### src/rtl/pec_pkg.sv
`timescale 1ns/1ps
package pec_pkg;

    localparam int EV_W   = 3;
    localparam int NUM_EV = 23;
    localparam int CTL_W  = 22;
    localparam int LANE_W = 5;

    typedef enum logic [2:0] {
        LS_MOD = 3'd0,
        LS_OWN = 3'd1,
        LS_EXC = 3'd2,
        LS_SHR = 3'd3,
        LS_INV = 3'd4
    } line_st_e;

    typedef struct packed {
        logic            en;
        logic            irq_en;
        logic            usr;
        logic            kern;
        logic            edge_m;
        logic            inv;
        logic [EV_W-1:0] thr;
        logic [4:0]      umask;
        logic [7:0]      sel;
    } ctl_t;

    typedef struct packed {
        logic              hit;
        logic [LANE_W-1:0] idx;
    } lane_t;

    typedef enum logic {EDGE_LOW, EDGE_HIGH} edge_st_e;
    typedef enum logic {OVF_CLEAR, OVF_PENDING} ovf_st_e;

    // Map an event select code onto its input lane.
    function automatic lane_t lane_of(input logic [7:0] code);
        lane_t r;
        r.hit = 1'b1;
        r.idx = '0;
        if (code[7:3] == 5'b01000)
            r.idx = {2'b00, code[2:0]};
        else if (code == 8'h80 || code == 8'h81)
            r.idx = 5'd8 + {4'b0000, code[0]};
        else if (code == 8'h84 || code == 8'h85)
            r.idx = 5'd10 + {4'b0000, code[0]};
        else if (code[7:3] == 5'b11000)
            r.idx = 5'd12 + {2'b00, code[2:0]};
        else if (code >= 8'hCD && code <= 8'hCF)
            r.idx = 5'd19 + {3'b000, code[1:0]};
        else
            r.hit = 1'b0;
        return r;
    endfunction

endpackage

### src/rtl/pec_event_qual.sv
`timescale 1ns/1ps
module pec_event_qual
    import pec_pkg::*;
(
    input  logic [7:0]             sel,
    input  logic [4:0]             umask,
    input  logic [EV_W-1:0]        thr,
    input  logic                   inv,
    input  logic                   kern,
    input  logic                   usr,
    input  logic                   en,
    input  logic [NUM_EV*EV_W-1:0] ev_flat,
    input  logic [2:0]             line_state,
    input  logic [1:0]             priv,
    output logic                   gate,
    output logic                   cond,
    output logic [EV_W-1:0]        amount
);

    lane_t           lane;
    logic [EV_W-1:0] picked;
    logic [EV_W-1:0] raw;
    logic            is_line_ev;
    logic            state_ok;
    logic            priv_ok;

    always_comb begin
        lane   = lane_of(sel);
        picked = lane.hit ? ev_flat[lane.idx*EV_W +: EV_W] : '0;

        is_line_ev = (sel >= 8'h42) && (sel <= 8'h44);
        case (line_st_e'(line_state))
            LS_MOD:  state_ok = umask[0];
            LS_OWN:  state_ok = umask[1];
            LS_EXC:  state_ok = umask[2];
            LS_SHR:  state_ok = umask[3];
            LS_INV:  state_ok = umask[4];
            default: state_ok = 1'b0;
        endcase
        raw = (is_line_ev && !state_ok) ? '0 : picked;

        priv_ok = (priv == 2'd0) ? kern : usr;
        gate    = en && priv_ok && lane.hit;

        if (thr == '0) begin
            cond   = (raw != '0);
            amount = raw;
        end else begin
            cond   = inv ? (raw < thr) : (raw >= thr);
            amount = {{(EV_W-1){1'b0}}, cond};
        end
    end

endmodule

### src/rtl/pec_slot.sv
`timescale 1ns/1ps
module pec_slot
    import pec_pkg::*;
#(
    parameter int CNT_W = 48
) (
    input  logic                   clk,
    input  logic                   rst_n,
    input  logic                   ctl_we,
    input  logic                   cnt_we,
    input  logic [CNT_W-1:0]       wdata,
    input  logic [NUM_EV*EV_W-1:0] ev_flat,
    input  logic [2:0]             line_state,
    input  logic [1:0]             priv,
    output ctl_t                   ctl_q,
    output logic [CNT_W-1:0]       cnt_q,
    output logic                   ovf_q,
    output logic                   irq
);

    logic            gate;
    logic            cond;
    logic [EV_W-1:0] amount;

    pec_event_qual u_qual (
        .sel        (ctl_q.sel),
        .umask      (ctl_q.umask),
        .thr        (ctl_q.thr),
        .inv        (ctl_q.inv),
        .kern       (ctl_q.kern),
        .usr        (ctl_q.usr),
        .en         (ctl_q.en),
        .ev_flat    (ev_flat),
        .line_state (line_state),
        .priv       (priv),
        .gate       (gate),
        .cond       (cond),
        .amount     (amount)
    );

    edge_st_e        edge_st, edge_nx;
    ovf_st_e         ovf_st, ovf_nx;
    logic            hit_now;
    logic [EV_W-1:0] step;
    logic [CNT_W:0]  sum;
    logic            wrap;

    always_comb begin
        hit_now = gate && cond;

        unique case (edge_st)
            EDGE_LOW:  edge_nx = hit_now ? EDGE_HIGH : EDGE_LOW;
            EDGE_HIGH: edge_nx = hit_now ? EDGE_HIGH : EDGE_LOW;
            default:   edge_nx = EDGE_LOW;
        endcase

        if (!gate)
            step = '0;
        else if (ctl_q.edge_m)
            step = (hit_now && edge_st == EDGE_LOW) ? {{(EV_W-1){1'b0}}, 1'b1} : '0;
        else
            step = amount;

        sum  = {1'b0, cnt_q} + {{(CNT_W+1-EV_W){1'b0}}, step};
        wrap = sum[CNT_W] && !cnt_we;

        unique case (ovf_st)
            OVF_CLEAR:   ovf_nx = (wrap && !ctl_we) ? OVF_PENDING : OVF_CLEAR;
            OVF_PENDING: ovf_nx = ctl_we ? OVF_CLEAR : OVF_PENDING;
            default:     ovf_nx = OVF_CLEAR;
        endcase
    end

    always_ff @(posedge clk or negedge rst_n) begin
        if (!rst_n) begin
            edge_st <= EDGE_LOW;
            ovf_st  <= OVF_CLEAR;
            ctl_q   <= '0;
            cnt_q   <= '0;
        end else begin
            edge_st <= edge_nx;
            ovf_st  <= ovf_nx;
            if (ctl_we)
                ctl_q <= ctl_t'(wdata[CTL_W-1:0]);
            if (cnt_we)
                cnt_q <= wdata;
            else
                cnt_q <= sum[CNT_W-1:0];
        end
    end

    always_comb begin
        ovf_q = (ovf_st == OVF_PENDING);
        irq   = ovf_q && ctl_q.irq_en;
    end

    assert_load_wins_R2: assert property (@(posedge clk) disable iff (!rst_n)
        cnt_we |=> cnt_q == $past(wdata));

    assert_idle_hold_R3: assert property (@(posedge clk) disable iff (!rst_n)
        (!ctl_q.en && !cnt_we) |=> cnt_q == $past(cnt_q));

    assert_thr_unit_step_R4_R5: assert property (@(posedge clk) disable iff (!rst_n)
        (ctl_q.thr != '0 && !cnt_we) |=>
            (cnt_q == $past(cnt_q) || cnt_q == $past(cnt_q) + 1'b1));

    assert_edge_single_R6: assert property (@(posedge clk) disable iff (!rst_n)
        (ctl_q.edge_m && !cnt_we) |=>
            (cnt_q == $past(cnt_q) || cnt_q == $past(cnt_q) + 1'b1));

    assert_priv_block_R7: assert property (@(posedge clk) disable iff (!rst_n)
        (!ctl_q.kern && priv == 2'd0 && !cnt_we) |=> cnt_q == $past(cnt_q));

    assert_unknown_code_idle_R9: assert property (@(posedge clk) disable iff (!rst_n)
        (!lane_of(ctl_q.sel).hit && !cnt_we) |=> cnt_q == $past(cnt_q));

    assert_flag_on_wrap_R10: assert property (@(posedge clk) disable iff (!rst_n)
        $rose(ovf_q) |-> $past(cnt_q) > cnt_q);

    assert_flag_sticky_R10: assert property (@(posedge clk) disable iff (!rst_n)
        (ovf_q && !ctl_we) |=> ovf_q);

endmodule

### src/rtl/pec_bank.sv
`timescale 1ns/1ps
module pec_bank
    import pec_pkg::*;
#(
    parameter  int CNT_W   = 48,
    parameter  int NUM_CNT = 4,
    localparam int IDX_W   = (NUM_CNT > 1) ? $clog2(NUM_CNT) : 1,
    localparam int ADDR_W  = IDX_W + 1
) (
    input  logic                   clk,
    input  logic                   rst_n,
    input  logic [NUM_EV*EV_W-1:0] ev_count,
    input  logic [2:0]             line_state,
    input  logic [1:0]             priv,
    input  logic                   reg_wr,
    input  logic [ADDR_W-1:0]      reg_addr,
    input  logic [CNT_W-1:0]       reg_wdata,
    output logic [CNT_W-1:0]       reg_rdata,
    output logic [NUM_CNT-1:0]     irq
);

    ctl_t             ctl_v [NUM_CNT];
    logic [CNT_W-1:0] cnt_v [NUM_CNT];
    logic             ovf_v [NUM_CNT];

    for (genvar g = 0; g < NUM_CNT; g++) begin : g_slot
        logic hit_me;
        assign hit_me = reg_wr && (reg_addr[IDX_W-1:0] == IDX_W'(g));

        pec_slot #(.CNT_W(CNT_W)) u_slot (
            .clk        (clk),
            .rst_n      (rst_n),
            .ctl_we     (hit_me && !reg_addr[IDX_W]),
            .cnt_we     (hit_me && reg_addr[IDX_W]),
            .wdata      (reg_wdata),
            .ev_flat    (ev_count),
            .line_state (line_state),
            .priv       (priv),
            .ctl_q      (ctl_v[g]),
            .cnt_q      (cnt_v[g]),
            .ovf_q      (ovf_v[g]),
            .irq        (irq[g])
        );
    end

    logic [IDX_W-1:0] rd_idx;

    always_comb begin
        rd_idx    = reg_addr[IDX_W-1:0];
        reg_rdata = '0;
        if (int'(rd_idx) < NUM_CNT) begin
            if (reg_addr[IDX_W])
                reg_rdata = cnt_v[rd_idx];
            else
                reg_rdata = CNT_W'({ovf_v[rd_idx], ctl_v[rd_idx]});
        end
    end

endmodule

### config.mk
export PLATFORM = sky130hd
export DESIGN_NAME = pec_bank
export DESIGN_NICKNAME = d
export VERILOG_FILES = /design/src/rtl/pec_pkg.sv /design/src/rtl/pec_event_qual.sv /design/src/rtl/pec_slot.sv /design/src/rtl/pec_bank.sv
export SDC_FILE = /design/constraint.sdc
export NUM_CORES = 1
export LEC_CHECK = 0
export ABC_AREA = 1
export ABC_CLOCK_PERIOD_IN_PS = 13150
export BUFFER_PORTS_ARGS = -buffer_cell sky130_fd_sc_hd__buf_4
export CELL_PAD_IN_SITES_DETAIL_PLACEMENT = 0
export CELL_PAD_IN_SITES_GLOBAL_PLACEMENT = 1
export CORE_MARGIN = 10
export CORE_UTILIZATION = 48
export DETAILED_ROUTE_END_ITERATION = 10
export PLACE_DENSITY_LB_ADDON = 0.1
export RECOVER_POWER = 100
export SKIP_CTS_REPAIR_TIMING = 1
export SLEW_MARGIN = 15
export SYNTH_ARGS = -nofsm -noshare
export SYNTH_HDL_FRONTEND = slang
export SYNTH_SLANG_ARGS = --single-unit
### constraint.sdc
create_clock -name clk -period 13.15 [get_ports clk]
set_clock_uncertainty 0.05 [all_clocks]
set_input_delay 2.63 -clock clk [delete_from_list [all_inputs] [get_ports clk]]
set_output_delay 2.63 -clock clk [all_outputs]
set_load 0.05 [all_outputs]
==> impl_metrics.ini <==
[finish]
finish.instance_area_sq_um = 24300
fin_cells = 3948
nets = 3490
syn2layout_area_growth_pct = 12.29
drive_gt1_share_pct = 8.169
final_util_pct = 54.72
fillCellCount = 4501

[floorplan]
die-area_sq_um = 53990
placementRows = 77
design.core.area_sq_um = 44410
ios = 180
die_w_um = 232.4
start_util_pct = 48.73
die_h_um = 232.4

[synthesis]
ys_types = 58
ys_seq_elements = 288
ys_async_sr_fraction_pct = 100.0
avgSynthCellArea_sq_um = 6.739
yosysWarnings = 0
synth_fp_nets = 3376
postSynthCellCount = 3212
netlist_area_sq_um = 21640
synth_edf_count = 0
seq_area_frac_synth_pct = 33.30
synthFlopType = dfrtp_1

[sta]
fmax_mhz = 92.94
hold_violations = 0
min_period_ns = 10.76
tightestPinTransition_ns = 6.080
setup_viol = 0
tns_ns = 0
slew_headroom_pct = -305.3
finalMaxSlewViolations = 620
rsz0062_at_grt = false
finalCritPeriodShare_pct = 81.82

[drt]
postRouteWirelength_um = 90070
drt_first_pass_iters = 8
ant_nets = 0
drc = 0
wl_per_cell_um = 22.81
vias = 23625
vias_per_cell = 5.984
drtIter0Drc = 2462

[worst_setup_path]
worstSetupPathType = primary input to output port
cp.required_ns = 10.47
critPathCaptureType = output port
arrival_ns = 8.08
worstPathMaxFanout = 65
start_kind = primary input

[pwr]
total_power_w = 0.003415
powerDensity_nw_per_um2 = 140.5
leakagePower_nw = 11.25
vdd_ir_drop_max_uv = 112.7

[global_route]
track_usage_pct = 32.40
antenna_found_initial = 1
grt_pass1_wl_um = 135700
grt_overflow = 0
grt_max_degree = 105
grt_pass1_vias = 22777

[clocking]
clock_sinks = 288
clock_path_buffers = 3
cts_tree = built
insertion_delay_ns = 0.57
clk_pin_slew_ns = 0.06
cts_root_buf = clkbuf_16
cts_buffers = 37
cts-htree-levels = 2

[placed_design]
port_buffers = 179
dpl.hpwl_um = 68210
place_inst = 3879
placedInstanceArea_sq_um = 23440
gp_congestion = 1.004

[min_path]
hold_path_class = register to register

[run_status]
status = complete, but fails checks
violations = capacitance limit, slew limit

[job]
max-cap-violations = 10
[report_power, final]
group	switching (W)	total (W)	leakage (nW)	internal (W)
Combinational	0.000752	0.00109	7.04	0.000336
Clock	0.000434	0.00105	0.626	0.000620
Sequential	0.000210	0.00127	3.58	0.00106
[registers in the layout, indices dropped and copies added (netlist names)]
signal                 count
g_slot.u_slot.edge_st      4
g_slot.u_slot.ovf_q        4
g_slot.u_slot.cnt_q      192
g_slot.u_slot.ctl_q       88
[layout make-up]
cell class / count / area, sq um / area share, %
Multi-Input combinational cell: 2372 / 12150 / 50.00
Sequential cell: 288 / 7207 / 29.65
Inverter: 412 / 1546 / 6.363
Timing Repair Buffer: 215 / 1408 / 5.791
Clock buffer: 55 / 1134 / 4.664
Tap cell: 592 / 740.7 / 3.048
Clock inverter: 12 / 111.4 / 0.4582
Antenna cell: 2 / 5.005 / 0.02059
[cell families after synthesis]
logic type	synth area share, %
compound gates	17.21
xor+xnor	5.180
fa+ha+maj	2.220
buf+inv	9.977
flops	33.30
simple gates	32.11
[synth_stat cells (2+ instances only)]
master / count / area (sq um)
a22oi_1: 13 / 97.59
fa_1: 4 / 80.08
o21ai_0: 384 / 1922
nand4_1: 62 / 387.9
inv_1: 406 / 1524
nor2_2: 11 / 68.82
a2111oi_0: 3 / 26.28
or4_1: 2 / 15.01
nand3b_1: 5 / 37.54
nor3_2: 9 / 90.09
nor4_2: 6 / 75.07
nor4_1: 35 / 219.0
and2_1: 7 / 43.79
a21oi_1: 43 / 215.2
nor3_1: 60 / 300.3
o41ai_1: 2 / 17.52
nand4_2: 3 / 37.54
nand2_1: 794 / 2980
clkbuf_1: 95 / 356.6
buf_2: 28 / 140.1
o211ai_1: 44 / 330.3
nor2_1: 259 / 972.2
a211oi_1: 4 / 30.03
buf_1: 4 / 15.01
o31ai_1: 2 / 15.01
dfrtp_1: 288 / 7207
xnor2_1: 19 / 166.4
a21boi_0: 2 / 15.01
ha_1: 32 / 400.4
a31oi_1: 20 / 125.1
nand3_4: 2 / 35.03
o2111ai_1: 13 / 113.9
and3_1: 3 / 18.77
nand3_2: 5 / 50.05
xor2_1: 109 / 954.7
inv_2: 5 / 18.77
a21oi_2: 3 / 26.28
o22ai_1: 55 / 344.1
buf_4: 12 / 90.09
nor2_4: 7 / 78.83
nand2_2: 7 / 43.79
nand3_1: 279 / 1396
or2_2: 6 / 37.54
a221oi_1: 43 / 376.6
o21ai_1: 4 / 20.02
[worst max-delay path: stages]
cell and delay (ns):
clkbuf_1 0.16, nor2_4 0.12, clkbuf_1 2.67, inv_1 1.09, nor2_1 0.41, a221oi_1 0.10
a32oi_1 0.31, clkbuf_1 0.52
[through the flow]
step                      setup WS (ns)  hold WS, ns
after global routing              2.466       0.4849
final                             2.390       0.4603
after global placement            5.024       0.4389
after detailed placement          4.907       0.4395
after CTS                         5.382       0.4552
after floorplan                   5.887       0.4172
[path summary, 6_finish.rpt]
path	from	to	slack (ns)	cells past startpoint
setup / recovery	reg_addr[1]	reg_rdata[22]	2.39	8
hold / removal	g_slot[0].u_slot.ctl_q[20]$_DFFE_PN0P_	g_slot[0].u_slot.ctl_q[20]$_DFFE_PN0P_	0.46	2
setup reg to reg	g_slot[3].u_slot.ctl_q[1]$_DFFE_PN0P_	g_slot[3].u_slot.cnt_q[45]$_DFF_PN0_	3.19	45
hold reg to reg	g_slot[0].u_slot.ctl_q[20]$_DFFE_PN0P_	g_slot[0].u_slot.ctl_q[20]$_DFFE_PN0P_	0.46	2
max in group asynchronous	rst_n	g_slot[3].u_slot.cnt_q[27]$_DFF_PN0_	4.75	3
min in group asynchronous	rst_n	g_slot[0].u_slot.ctl_q[10]$_DFFE_PN0P_	4.24	1
[layout by cell type, fill, tap and decap left out, types with 5 or more instances in the layout]
cell type / n
nand3_1: 285
nor4_1: 38
o2111ai_1: 13
nor2_1: 261
o21ai_0: 385
nor3_2: 7
clkbuf_16: 37
inv_2: 5
nand2_1: 795
buf_4: 160
inv_1: 406
o22ai_1: 55
nor2_4: 5
nand3b_1: 5
or2_2: 6
and2_1: 5
a21oi_1: 42
a221oi_1: 43
dfrtp_1: 288
xor2_1: 109
nand4_1: 64
nor2_2: 11
clkbuf_1: 59
nor3_1: 63
nand2_2: 6
xnor2_1: 19
clkbuf_8: 14
o211ai_1: 44
ha_1: 32
clkinv_2: 7
a22oi_1: 13
a31oi_1: 20
[per-layer routing]
metal	vias up	part of all wire (%)	track usage (%)
met5	-	0	0
met4	0	4.4	14.62
met3	230	9.2	6.645
met2	1208	46	52.10
met1	11254	40	41.23
li1	10933	-	-
Power figures use the tool's default switching activity.
